## src/rtl/msb_rx_pkg.sv

```systemverilog
package msb_rx_pkg;

  typedef enum logic [2:0] {
    ST_IDLE,
    ST_START,
    ST_DATA,
    ST_PAR,
    ST_STOP
  } rxState_t;

  // Strobes issued by the control to the datapath, one cycle wide.
  typedef struct packed {
    logic shiftEn;   // sample a data bit into the shift register
    logic parSample; // sample the parity bit
    logic load;      // sample the stop bit and commit the byte
  } rxStrobe_t;

endpackage

```

## src/rtl/msb_rx_ctrl.sv

```systemverilog
module msb_rx_ctrl
  import msb_rx_pkg::*;
#(
  parameter int TICKS_PER_BIT = 16,
  parameter int DATA_BITS     = 8
) (
  input  logic      clk,
  input  logic      rstN,
  input  logic      tickEn,
  input  logic      rxBit,
  input  logic      parityEn,
  output rxStrobe_t stb,
  output logic      busy
);

  localparam int CNT_W = (TICKS_PER_BIT > 1) ? $clog2(TICKS_PER_BIT) : 1;
  localparam int BIT_W = (DATA_BITS > 1) ? $clog2(DATA_BITS) : 1;
  localparam logic [CNT_W-1:0] LAST_TICK = CNT_W'(TICKS_PER_BIT - 1);
  localparam logic [CNT_W-1:0] MID_TICK  = CNT_W'(TICKS_PER_BIT / 2 - 1);
  localparam logic [BIT_W-1:0] LAST_BIT  = BIT_W'(DATA_BITS - 1);

  rxState_t         state, stateNxt;
  logic [CNT_W-1:0] tickCnt, tickCntNxt;
  logic [BIT_W-1:0] bitCnt, bitCntNxt;
  logic             bitEnd;

  assign bitEnd = tickEn && (tickCnt == LAST_TICK);

  always_comb begin
    stateNxt   = state;
    tickCntNxt = tickCnt;
    bitCntNxt  = bitCnt;
    unique case (state)
      ST_IDLE: begin
        if (tickEn && !rxBit) begin
          stateNxt   = ST_START;
          tickCntNxt = '0;
        end
      end
      ST_START: begin
        if (tickEn) begin
          if (tickCnt == MID_TICK) begin
            tickCntNxt = '0;
            bitCntNxt  = '0;
            stateNxt   = rxBit ? ST_IDLE : ST_DATA;
          end else begin
            tickCntNxt = tickCnt + 1'b1;
          end
        end
      end
      ST_DATA: begin
        if (tickEn) begin
          if (tickCnt == LAST_TICK) begin
            tickCntNxt = '0;
            if (bitCnt == LAST_BIT) begin
              stateNxt = parityEn ? ST_PAR : ST_STOP;
            end else begin
              bitCntNxt = bitCnt + 1'b1;
            end
          end else begin
            tickCntNxt = tickCnt + 1'b1;
          end
        end
      end
      ST_PAR, ST_STOP: begin
        if (tickEn) begin
          if (tickCnt == LAST_TICK) begin
            tickCntNxt = '0;
            stateNxt   = (state == ST_PAR) ? ST_STOP : ST_IDLE;
          end else begin
            tickCntNxt = tickCnt + 1'b1;
          end
        end
      end
      default: stateNxt = ST_IDLE;
    endcase
  end

  always_ff @(posedge clk or negedge rstN) begin
    if (!rstN) begin
      state   <= ST_IDLE;
      tickCnt <= '0;
      bitCnt  <= '0;
    end else begin
      state   <= stateNxt;
      tickCnt <= tickCntNxt;
      bitCnt  <= bitCntNxt;
    end
  end

  always_comb begin
    stb.shiftEn   = (state == ST_DATA) && bitEnd;
    stb.parSample = (state == ST_PAR)  && bitEnd;
    stb.load      = (state == ST_STOP) && bitEnd;
  end

  assign busy = (state != ST_IDLE);

endmodule

```

## src/rtl/msb_rx_dpath.sv

```systemverilog
module msb_rx_dpath
  import msb_rx_pkg::*;
#(
  parameter int DATA_BITS  = 8,
  parameter int SYNC_DEPTH = 2
) (
  input  logic                 clk,
  input  logic                 rstN,
  input  logic                 serialIn,
  input  rxStrobe_t            stb,
  input  logic                 parityEn,
  input  logic                 parityOdd,
  input  logic                 clrFull,
  input  logic                 clrOverrun,
  input  logic                 clrParity,
  input  logic                 clrFrame,
  output logic                 rxBit,
  output logic [DATA_BITS-1:0] rxData,
  output logic                 full,
  output logic                 overrun,
  output logic                 parityErr,
  output logic                 frameErr
);

  logic [SYNC_DEPTH-1:0] syncReg;
  logic [DATA_BITS-1:0]  shiftReg;
  logic                  parBit;
  logic                  parBad;

  // Metastability guard on the asynchronous line; resets to the idle level.
  generate
    if (SYNC_DEPTH == 1) begin : g_sync1
      always_ff @(posedge clk or negedge rstN) begin
        if (!rstN) syncReg <= '1;
        else       syncReg <= serialIn;
      end
    end else begin : g_syncN
      always_ff @(posedge clk or negedge rstN) begin
        if (!rstN) syncReg <= '1;
        else       syncReg <= {syncReg[SYNC_DEPTH-2:0], serialIn};
      end
    end
  endgenerate

  assign rxBit = syncReg[SYNC_DEPTH-1];

  always_ff @(posedge clk or negedge rstN) begin
    if (!rstN) begin
      shiftReg <= '0;
      parBit   <= 1'b0;
    end else begin
      if (stb.shiftEn)   shiftReg <= {shiftReg[DATA_BITS-2:0], rxBit};
      if (stb.parSample) parBit   <= rxBit;
    end
  end

  assign parBad = parityEn && (parBit != ((^shiftReg) ^ parityOdd));

  always_ff @(posedge clk or negedge rstN) begin
    if (!rstN) begin
      rxData    <= '0;
      full      <= 1'b0;
      overrun   <= 1'b0;
      parityErr <= 1'b0;
      frameErr  <= 1'b0;
    end else begin
      if (stb.load) rxData <= shiftReg;
      full      <= stb.load | (full & ~clrFull);
      overrun   <= (stb.load & full) | (overrun & ~clrOverrun);
      parityErr <= (stb.load & parBad) | (parityErr & ~clrParity);
      frameErr  <= (stb.load & ~rxBit) | (frameErr & ~clrFrame);
    end
  end

endmodule

```

## src/rtl/msb_uart_rx.sv

```systemverilog
module msb_uart_rx
  import msb_rx_pkg::*;
#(
  parameter int TICKS_PER_BIT = 16,
  parameter int DATA_BITS     = 8
) (
  input  logic                 clk,
  input  logic                 rstN,
  input  logic                 tickEn,
  input  logic                 serialIn,
  input  logic                 parityEn,
  input  logic                 parityOdd,
  input  logic                 clrFull,
  input  logic                 clrOverrun,
  input  logic                 clrParity,
  input  logic                 clrFrame,
  output logic [DATA_BITS-1:0] rxData,
  output logic                 busy,
  output logic                 full,
  output logic                 overrun,
  output logic                 parityErr,
  output logic                 frameErr,
  output logic                 irq
);

  rxStrobe_t stb;
  logic      rxBit;

  msb_rx_ctrl #(
    .TICKS_PER_BIT(TICKS_PER_BIT),
    .DATA_BITS    (DATA_BITS)
  ) u_ctrl (
    .clk     (clk),
    .rstN    (rstN),
    .tickEn  (tickEn),
    .rxBit   (rxBit),
    .parityEn(parityEn),
    .stb     (stb),
    .busy    (busy)
  );

  msb_rx_dpath #(
    .DATA_BITS (DATA_BITS),
    .SYNC_DEPTH(2)
  ) u_dpath (
    .clk       (clk),
    .rstN      (rstN),
    .serialIn  (serialIn),
    .stb       (stb),
    .parityEn  (parityEn),
    .parityOdd (parityOdd),
    .clrFull   (clrFull),
    .clrOverrun(clrOverrun),
    .clrParity (clrParity),
    .clrFrame  (clrFrame),
    .rxBit     (rxBit),
    .rxData    (rxData),
    .full      (full),
    .overrun   (overrun),
    .parityErr (parityErr),
    .frameErr  (frameErr)
  );

  assign irq = full | overrun;

endmodule

```

## config.mk

```make
export PLATFORM = sky130hd
export DESIGN_NAME = msb_uart_rx
export DESIGN_NICKNAME = d
export VERILOG_FILES = /design/src/rtl/msb_rx_pkg.sv /design/src/rtl/msb_rx_ctrl.sv /design/src/rtl/msb_rx_dpath.sv /design/src/rtl/msb_uart_rx.sv
export SDC_FILE = /design/constraint.sdc
export NUM_CORES = 1
export LEC_CHECK = 0
export BUFFER_PORTS_ARGS = -buffer_cell sky130_fd_sc_hd__buf_4
export CAP_MARGIN = 20
export CORE_ASPECT_RATIO = 0.75
export CORE_UTILIZATION = 40
export CTS_CLUSTER_SIZE = 14
export DETAILED_ROUTE_END_ITERATION = 12
export PLACE_DENSITY = 0.64
export SLEW_MARGIN = 20
export SYNTH_ARGS = -nofsm -noshare
export SYNTH_HDL_FRONTEND = slang
export SYNTH_SLANG_ARGS = --single-unit
```

## constraint.sdc

```tcl
create_clock -name clk -period 2.05 [get_ports clk]
set_clock_uncertainty 0.2 [all_clocks]
set_input_delay 0.3075 -clock clk [delete_from_list [all_inputs] [get_ports clk]]
set_output_delay 0.3075 -clock clk [all_outputs]
set_load 0.01 [all_outputs]
```

==> impl_metrics.yaml, run 1 <==
outcome:
  status: "finished clean"
critical_path:
  crit_chain: "ha_4 > and3b_2 > o22ai_4 > a31oi_1 > o211ai_1 > mux2_2"
  regToRegSetupSlack_ps: 4
  cpPeakStageDelay_ps: 430
  crit_start: "u_ctrl.tickCnt[1]"
  critPathTopFamily: "compound AO/OA/AOI/OAI gates"
  crit_fanout: 4
  r2r-start: "u_ctrl.tickCnt[1]"
  cpMaxStageDelayCell: "dfrtp_1"
  critical_path_class: "register to register"
  critPathLaunchType: "register"
  cp.required_ps: 2020
  rr_endpoint: "u_ctrl.state[0]"
  cp.arrival_ps: 2020
  path_buf_inv: 0
  reg2regPathDepth: 6
  cp-end-kind: "register"
synth:
  seq_area_frac_synth_pct: 50.3
  synth_warnings: 0
  synth-edff-count: 0
  syn_inst: 142
  synth_top_area_share_pct: 47.1
  synthArstFlopShare_pct: 100
  syn_nets: 155
  ys_seq_elements: 33
  yosysUniqueCellTypes: 40
  synth_ff_type: "dfrtp_1"
  syn_area_per_cell_sq_um: 11.6
  yosysTopAreaCell: "dfrtp_1"
  syn_area_sq_um: 1650
  synthTopCellsByArea: "dfrtp_1 (47%), mux2_2 (12%), xnor2_1 (4.8%), dfstp_2 (3.2%), nand2b_1 (2.7%)"
min_path:
  hold_end: "u_dpath.overrun"
  hold_path.class: "input port to register"
  min_from: "clrOverrun"
  hold_depth: 2
finish:
  fillers: 335
  synthToLayoutAreaGrowth_pct: 29.8
  layout_common_cells: "buf_4 (31), dfrtp_1 (29), mux2_2 (18), inv_1 (9), xnor2_1 (9)"
  layout_commonest_cell: "buf_4"
  fin_nets: 195
  regArea_sq_um: 831
  multi_input_area_sq_um: 797
  drive_gt1_share_pct: 39.3
  n_antenna_cell: 0
drt:
  drt_iter0_drc: 54
  wl_per_cell_microns: 14.0
  ant_nets: 0
  via_count: 1207
  routed_wl_microns: 3280
  drc: 0
  first_pass_iters: 4
  drt-vias-per-instance: 5.14
clocking:
  cts_buffer_depth: 2
  clockRootBuffer: "clkbuf_8"
  clock-sinks: 33
  clkTransAtPathRegs_ps: 70
  cts_made_buffers: 5
  htree_levels: 2
  worstSkewPairLatency_ps: 290
  cts_tree: "built"
timing:
  rsz0062_at_grt: "true"
  hold_viol: 0
  worst_pin_slew_ps: 423
  drv_slew: 0
  hold_slack_ps: 17.9
  relSlewSlack_pct: 71.8
  period_share_pct: 99.8
  min_period_ps: 2050
  setup_viol: 0
  fmax_mhz: 489
  setup_ws_ps: 4.03
global_route:
  grt.overflow.total: 0
  grt_use_met2_pct: 24.0
  grt_pass1_vias: 1122
  grt_usage_pct: 15.6
  busiest_layer: "met2"
  met1_usage_pct: 19.7
  grt_pass1_wl_microns: 5180
  antenna_found_initial: 0
  grt_max_degree: 34
  grt_use_met3_pct: 5.12
floorplan:
  die_area_sq_um: 4380
  die-height_microns: 57.6
  core_area_sq_um: 3800
  io_pins: 24
  die_width_microns: 76.1
  rows: 19
  initial_core_util_pct: 43.3
power_and_ir_drop:
  ir_drop_v: 0.000470
  power_leakage_nw: 1.01
  powerDensity_nw_per_um2: 1030
placed_design:
  place.port_buffers: 23
  dpl_worst_slack_ps: -10.1
  post-dp-hpwl_microns: 2220
  gp_congestion: 0.837
flow_run:
  cap_viol_max_count: 0
==> what timing repair did <==
item / in CTS / in global routing
pin swaps: 2 / 2
buffers inserted: 1 / 2
endpoints found under the setup margin: 1 / 3
hold buffers: 5 / 0
endpoints found under the hold margin: 35 / 0
gates resized for setup: 2 / 9
==> final cells by class <==
cell class	instances	area share (%)
multi-input combinational	96	37.3
clock buffer	6	3.40
timing repair buffer	37	14.2
clock inverter	2	1.64
inverter	9	1.58
sequential	33	38.9
tap	52	3.04
==> logic make-up after synthesis <==
logic type | synth area share (%)
buf+inv | 3.65
fa+ha+maj | 2.28
flops | 50.3
simple gates | 13.2
compound gates | 11.6
mux | 14.2
xor+xnor | 4.79
==> cells in the mapped netlist (2+ instances only) <==
library cell / number
buf_2: 3
a32o_1: 2
dfrtp_1: 31
and3_1: 3
mux2_2: 18
xnor2_1: 9
nand3_1: 2
o21ai_1: 3
nand2b_1: 7
o21ai_0: 3
dfstp_2: 2
a21oi_1: 5
o22ai_1: 2
mux2i_1: 2
nor2_1: 6
ha_1: 3
inv_1: 9
nand2_1: 7
nor3_1: 4
==> sequential cells by signal, indices dropped and copies added, names as in the netlist, 2 cells and up <==
name,count
u_ctrl.tickCnt,4
u_dpath.syncReg,2
u_ctrl.bitCnt,3
u_dpath.shiftReg,8
u_dpath.rxData,8
u_ctrl.state,3
==> how the worst max path moves through the flow <==
stage	end	slack, ps	cells after the start
global route	u_ctrl.state[0]	-60	6
floorplan	u_ctrl.state[0]	110	6
CTS	u_ctrl.state[0]	3	6
detailed placement	u_ctrl.state[0]	-10	6
finish	u_ctrl.state[0]	4	6
global placement	u_ctrl.state[0]	80	6
==> routing by layer <==
| metal | routed length, microns | vias up |
|---|---|---|
| met5 | 0 | - |
| met4 | 57 | 0 |
| met3 | 163 | 8 |
| met2 | 1550 | 28 |
| met1 | 1510 | 586 |
| li1 | - | 585 |
==> per-stage QoR <==
step	utilization, %	setup TNS [ps]	cells	power, mW	instance area, sq um
2_1_floorplan	-	0	142	1.31	1650
3_3_place_gp	50.4	0	219	1.47	1920
3_5_place_dp	50.4	-10.1	219	1.49	1920
4_1_cts	54.9	0	233	2.13	2090
5_1_grt	56.2	-80.2	235	2.34	2140
6_report	56.2	0	235	2.20	2140
==> report_power, final <==
part | internal [mW] | switching [mW] | leakage, nW
combinational | 0.387 | 0.359 | 0.508
sequential | 0.738 | 0.125 | 0.443
clock | 0.360 | 0.234 | 0.0552
Note: power is estimated with default switching activity, not from simulation.
==> run 2: changes to the inputs <==
--- a/config.mk
+++ b/config.mk
@@ -5,13 +5,15 @@
 export SDC_FILE = /design/constraint.sdc
 export NUM_CORES = 1
 export LEC_CHECK = 0
+export ABC_AREA = 1
 export BUFFER_PORTS_ARGS = -buffer_cell sky130_fd_sc_hd__buf_4
 export CAP_MARGIN = 20
 export CORE_ASPECT_RATIO = 0.75
+export CORE_MARGIN = 4
 export CORE_UTILIZATION = 40
 export CTS_CLUSTER_SIZE = 14
 export DETAILED_ROUTE_END_ITERATION = 12
-export PLACE_DENSITY = 0.64
+export PLACE_DENSITY = 0.63
 export SLEW_MARGIN = 20
 export SYNTH_ARGS = -nofsm -noshare
 export SYNTH_HDL_FRONTEND = slang
==> run 2 against run 1 <==
Final area decreased by 1.2%. Non-clock buffer count decreased by 7. Power decreased by 8.0%. Hold slack improved by 42 ps. First-iteration DRC count increased by 57%. Critical path depth unchanged. Maximum frequency increased by 11%. Critical path type unchanged.
==> impl_metrics.yaml, run 2 <==
drt:
  drt-vias-per-instance: 4.53
  routed_wl_microns: 3480
  drc: 0
  ant_nets: 0
  via_count: 1426
  wl_per_cell_microns: 11.1
  drt_iter0_drc: 85
  first_pass_iters: 4
timing:
  setup_viol: 0
  hold_viol: 0
  drv_slew: 0
  fmax_mhz: 543
  relSlewSlack_pct: 67.0
  rsz0062_at_grt: "false"
  tns_ps: 0
  period_share_pct: 89.8
  worst_pin_slew_ps: 494
  min_period_ps: 1840
power_and_ir_drop:
  pwr-share-seq_pct: 38.5
  power_leakage_nw: 1.11
  powerDensity_nw_per_um2: 960
  p_sw_mw: 0.717
  p_int_mw: 1.31
  p_comb_share_pct: 32.6
  ir_drop_v: 0.000453
  p_clk_share_pct: 28.9
  p_sw_share_pct: 35.4
synth:
  syn_inst: 226
  synthTopCellsByArea: "dfrtp_1 (45%), nand2_1 (20%), inv_1 (5.9%), o21ai_0 (4.1%), nand3_1 (3.5%)"
  synthArstFlopShare_pct: 100
  synth-edff-count: 0
  yosysTopAreaCell: "dfrtp_1"
  syn_area_sq_um: 1720
  seq_area_frac_synth_pct: 48.3
  synth_common_cells: "nand2_1 (90), dfrtp_1 (31), inv_1 (27)"
  synth_ff_type: "dfrtp_1"
  yosysUniqueCellTypes: 24
  synth_warnings: 0
  syn_area_per_cell_sq_um: 7.59
  synth_top_area_share_pct: 45.2
  ys_seq_elements: 33
  synthMostInstantiatedCell: "nand2_1"
  syn_nets: 239
min_path:
  hold_depth: 4
  hold_path.class: "input port to register"
  min_from: "clrParity"
  hold_end: "u_dpath.parityErr"
critical_path:
  rr_endpoint: "u_dpath.shiftReg[6]"
  reg2regPathDepth: 6
  cp-end-kind: "register"
  crit_chain: "ha_1 > nand3_1 > nor2_2 > nand2_1 > nand2_1 > o21ai_1"
  cpPeakStageDelay_ps: 380
  cp.required_ps: 2000
  regToRegSetupSlack_ps: 210
  cpMaxStageDelayCell: "dfrtp_1"
  critical_path_class: "register to register"
  worstSetupPathDepth: 6
  cp.arrival_ps: 1790
  path_buf_inv: 0
  critPathLaunchType: "register"
  critPathTopFamily: "simple AND/OR/NAND/NOR gates"
  crit_fanout: 16
  cp_common_cell: "nand2_1"
  r2r-start: "u_ctrl.tickCnt[0]"
finish:
  synthToLayoutAreaGrowth_pct: 23.1
  fin_nets: 273
  multi_input_area_sq_um: 757
  layout_commonest_cell: "nand2_1"
  layout_common_cells: "nand2_1 (90), dfrtp_1 (31), inv_1 (27), buf_4 (25), o21ai_0 (14)"
  drive_gt1_share_pct: 18.5
  final_cells: 315
  fillers: 410
  regArea_sq_um: 828
  fin_area_sq_um: 2110
  reg_top3: "u_dpath.rxData (8), u_dpath.shiftReg (8), u_ctrl.tickCnt (4)"
  n_antenna_cell: 0
clocking:
  clock-sinks: 33
  htree_levels: 2
  cts_tree: "built"
  cts_resized: 0
  worstSkewPairLatency_ps: 280
  clkTransAtPathRegs_ps: 70
  ctsHoldBuffers: 5
  cts_made_buffers: 5
  clockRootBuffer: "clkbuf_8"
  cts_buffer_depth: 2
  post_cts_buffers: 0
global_route:
  grt_max_degree: 34
  grt.overflow.total: 0
  grt_usage_pct: 14.9
  antenna_found_initial: 0
  grt_pass1_wl_microns: 6340
  grt_pass1_vias: 1343
floorplan:
  die_width_microns: 83.6
  initial_core_util_pct: 41.8
  io_pins: 24
  die-height_microns: 64.7
  core_area_sq_um: 4100
  die_area_sq_um: 5410
  rows: 20
flow_run:
  cap_viol_max_count: 0
outcome:
  status: "finished clean"
placed_design:
  gp_congestion: 0.768
  place_inst: 303
  place.port_buffers: 23
  post-dp-hpwl_microns: 2550
  place_area_sq_um: 1960
## run 2: changes by cell type in the layout (fill, tap and decap cells not counted), sizes merged, moves of 8 or more
cell   delta
inv      +22
o21ai    +18
nor2      +8
nand2    +83
nand3    +12
mux2     -19
## run 2: power by group through the flow
stage / Clock, mW / Combinational [mW] / Sequential, mW
after floorplan: 0 / 0.512 / 0.777
after global placement: 0 / 0.659 / 0.789
after detailed placement: 0 / 0.654 / 0.791
after CTS: 0.611 / 0.665 / 0.781
after global routing: 0.642 / 0.779 / 0.790
final: 0.586 / 0.660 / 0.781
## run 2: worst max path at each step
stage / startpoint / to / slack, ps
3_3_place_gp: u_ctrl.tickCnt[0] / u_dpath.shiftReg[5] / 290
3_5_place_dp: u_ctrl.tickCnt[0] / u_dpath.shiftReg[7] / 230
4_1_cts: u_ctrl.tickCnt[0] / u_dpath.shiftReg[7] / 210
6_report: u_ctrl.tickCnt[0] / u_dpath.shiftReg[6] / 210
5_1_grt: u_ctrl.tickCnt[0] / u_dpath.shiftReg[5] / 20
2_1_floorplan: u_ctrl.tickCnt[0] / u_dpath.shiftReg[6] / 450
## run 2: worst reg2reg max path: stages (launching register included)
cell and delay, ps:
dfrtp_1 380, ha_1 220, nand3_1 190, nor2_2 170, nand2_1 320, nand2_1 160
o21ai_1 70
## run 2: cell families after synthesis
family / Yosys count / synth area share, %
adder cells (fa/ha/maj): 3 / 2.19
AND/OR/NAND/NOR: 121 / 29.3
buffers and inverters: 34 / 7.59
flip-flops: 33 / 48.3
XOR/XNOR: 3 / 1.53
AO/OA/AOI/OAI: 32 / 11.1
## run 2: metrics by stage
step / hold slack [ps] / setup WS [ps] / total power [mW] / utilization, %
final: 59.7 / 208 / 2.03 / 51.5
after detailed placement: 78.1 / 229 / 1.45 / 47.7
after CTS: 59.5 / 210 / 2.06 / 51.5
after floorplan: -188 / 454 / 1.29 / -
after global placement: 82.7 / 293 / 1.45 / 47.7
after global routing: 85.9 / 24.3 / 2.21 / 51.5
## run 2: area by class of cell
type	count	share of cell area [%]
clock buffer	5	3.26
inverter	31	5.51
multi-input combinational	159	35.8
sequential	33	39.2
tap	55	3.26
clock inverter	2	1.66
timing repair buffer	30	11.3
## run 2: per-layer routing
metal  part of all wire [%]  GRT usage (%)  up-vias
met5                      0              0        -
met4                    1.3           6.02        0
met1                     54           22.5      614
met2                     39           19.2       36
li1                       -              -      771
met3                    6.3           4.45        5
==> run 3: changes to the inputs <==
--- a/config.mk
+++ b/config.mk
@@ -8,7 +8,7 @@
 export ABC_AREA = 1
 export BUFFER_PORTS_ARGS = -buffer_cell sky130_fd_sc_hd__buf_4
 export CAP_MARGIN = 20
-export CORE_ASPECT_RATIO = 0.75
+export CORE_ASPECT_RATIO = 1.25
 export CORE_MARGIN = 4
 export CORE_UTILIZATION = 40
 export CTS_CLUSTER_SIZE = 14
==> run 3 against run 2 <==
Clock power increased by 2%. Critical path depth stayed put. Clock-buffer cell count up 1. Final area down 1.1%. Wire length fell by 2.3%. Setup slack gained 22 ps. Hold slack worse by 52 ps. Largest cell class unchanged. Highest routed layer unchanged. First-iteration DRC count is 4.7% lower. Core utilization shrank 0.89 points. Register-to-register slack better by 20 ps. Critical path type unchanged. Non-clock buffer count fell by 3.
==> impl_metrics.yaml, run 3 (synthesized netlist as in run 2, its figures left out) <==
clocking:
  cts_buffer_depth: 2
  cts_tree: "built"
  clockRootBuffer: "clkbuf_8"
  cts_made_buffers: 5
  clock-sinks: 33
  clkTransAtPathRegs_ps: 70
  worstSkewPairLatency_ps: 290
  htree_levels: 2
finish:
  fin_nets: 270
  fillers: 401
  n_antenna_cell: 0
  layout_common_cells: "nand2_1 (90), dfrtp_1 (31), inv_1 (27), buf_4 (24), o21ai_0 (14)"
  reg_top3: "u_dpath.rxData (8), u_dpath.shiftReg (8), u_ctrl.tickCnt (4)"
  synthToLayoutAreaGrowth_pct: 21.8
  drive_gt1_share_pct: 18.2
  layout_commonest_cell: "nand2_1"
power_and_ir_drop:
  ir_drop_v: 0.000734
  power_leakage_nw: 1.10
  powerDensity_nw_per_um2: 976
critical_path:
  cp-end-kind: "register"
  critPathLaunchType: "register"
  path_buf_inv: 0
  crit_chain: "ha_1 > nand3_1 > nor2_2 > nand2_1 > nand2_1 > o21ai_1"
  crit_fanout: 16
  critical_path_class: "register to register"
  cpPeakStageDelay_ps: 400
  critPathTopFamily: "simple AND/OR/NAND/NOR gates"
  cpMaxStageDelayCell: "dfrtp_1"
  cp.required_ps: 2000
  cp_common_cell: "nand2_1"
  regToRegSetupSlack_ps: 230
  cp.arrival_ps: 1770
timing:
  drv_slew: 0
  relSlewSlack_pct: 68.5
  setup_ws_ps: 230
  worst_pin_slew_ps: 472
  tns_ps: 0
  rsz0062_at_grt: "false"
  min_period_ps: 1820
  period_share_pct: 88.8
  hold_viol: 0
  setup_viol: 0
  fmax_mhz: 549
drt:
  ant_nets: 0
  drc: 0
  drt-vias-per-instance: 4.58
  wl_per_cell_microns: 10.8
  routed_wl_microns: 3400
  via_count: 1437
  first_pass_iters: 4
  drt_iter0_drc: 81
global_route:
  grt_max_degree: 34
  antenna_found_initial: 0
  grt_usage_pct: 14.9
  grt_pass1_wl_microns: 6180
  grt.overflow.total: 0
  grt_pass1_vias: 1480
outcome:
  status: "finished clean"
placed_design:
  dpl_worst_slack_ps: 240
  gp_congestion: 0.806
  post-dp-hpwl_microns: 2540
  place.port_buffers: 23
flow_run:
  cap_viol_max_count: 0
floorplan:
  core_area_sq_um: 4130
  rows: 26
  io_pins: 24
  die_width_microns: 66.6
  die-height_microns: 81.2
  initial_core_util_pct: 41.5
  die_area_sq_um: 5410
min_path:
  hold_path.class: "input port to register"
-- run 3: cell count changes in the layout (fill, tap and decap cells not counted), sizes merged --
cell,delta
dlygate4sd3,-2
buf,-1
clkbuf,+1
-- run 3: layout make-up --
type / count / area, sq um / area share, %
well taps: 56 / 70.1 / 3.35
clock inverters: 2 / 35.0 / 1.68
flip-flops and latches: 33 / 828 / 39.6
multi-input cells: 159 / 757 / 36.2
repair buffers: 27 / 210 / 10.1
clock buffers: 6 / 72.6 / 3.47
inverters: 31 / 116 / 5.57
-- run 3: metrics by stage --
step / instances / power [mW] / util, % / cell area, sq um / hold slack [ps]
3_3_place_gp: 303 / 1.45 / 47.2 / 1950 / 75.6
3_5_place_dp: 303 / 1.44 / 47.2 / 1950 / 76.0
2_1_floorplan: 226 / 1.29 / - / 1720 / -188
4_1_cts: 314 / 2.06 / 50.6 / 2090 / 1.32
6_report: 314 / 2.04 / 50.6 / 2090 / 7.82
5_1_grt: 314 / 2.17 / 50.6 / 2090 / 11.2
-- run 3: worst paths after layout --
check | from | endpoint | depth (start not counted)
setup / recovery | u_ctrl.tickCnt[0] | u_dpath.shiftReg[3] | 6
hold / removal | clrFull | u_dpath.full | 2
setup reg to reg | u_ctrl.tickCnt[0] | u_dpath.shiftReg[3] | 6
hold reg to reg | u_dpath.syncReg[0] | u_dpath.syncReg[1] | 0
max in group asynchronous | rstN | u_dpath.syncReg[0] | 2
min in group asynchronous | rstN | u_dpath.rxData[1] | 2
-- run 3: repair_timing --
item / CTS / global route
gates resized for setup: 0 / 0
setup buffers: 0 / 0
hold buffers: 3 / 0
endpoints found under the hold margin: 33 / 0
-- run 3: report_power, final --
group          total, mW  switching (mW)  internal, mW
Sequential         0.782          0.0706         0.712
Clock              0.600           0.240         0.360
Combinational      0.657           0.415         0.242
Total               2.04           0.725          1.31
-- run 3: metal layers --
layer	vias up	global-route usage, %	part of all wire, %
li1	769	-	-
met1	644	15.7	43
met2	16	28.0	53
met3	8	2.49	2.4
met4	0	7.32	2.4
met5	-	0	0
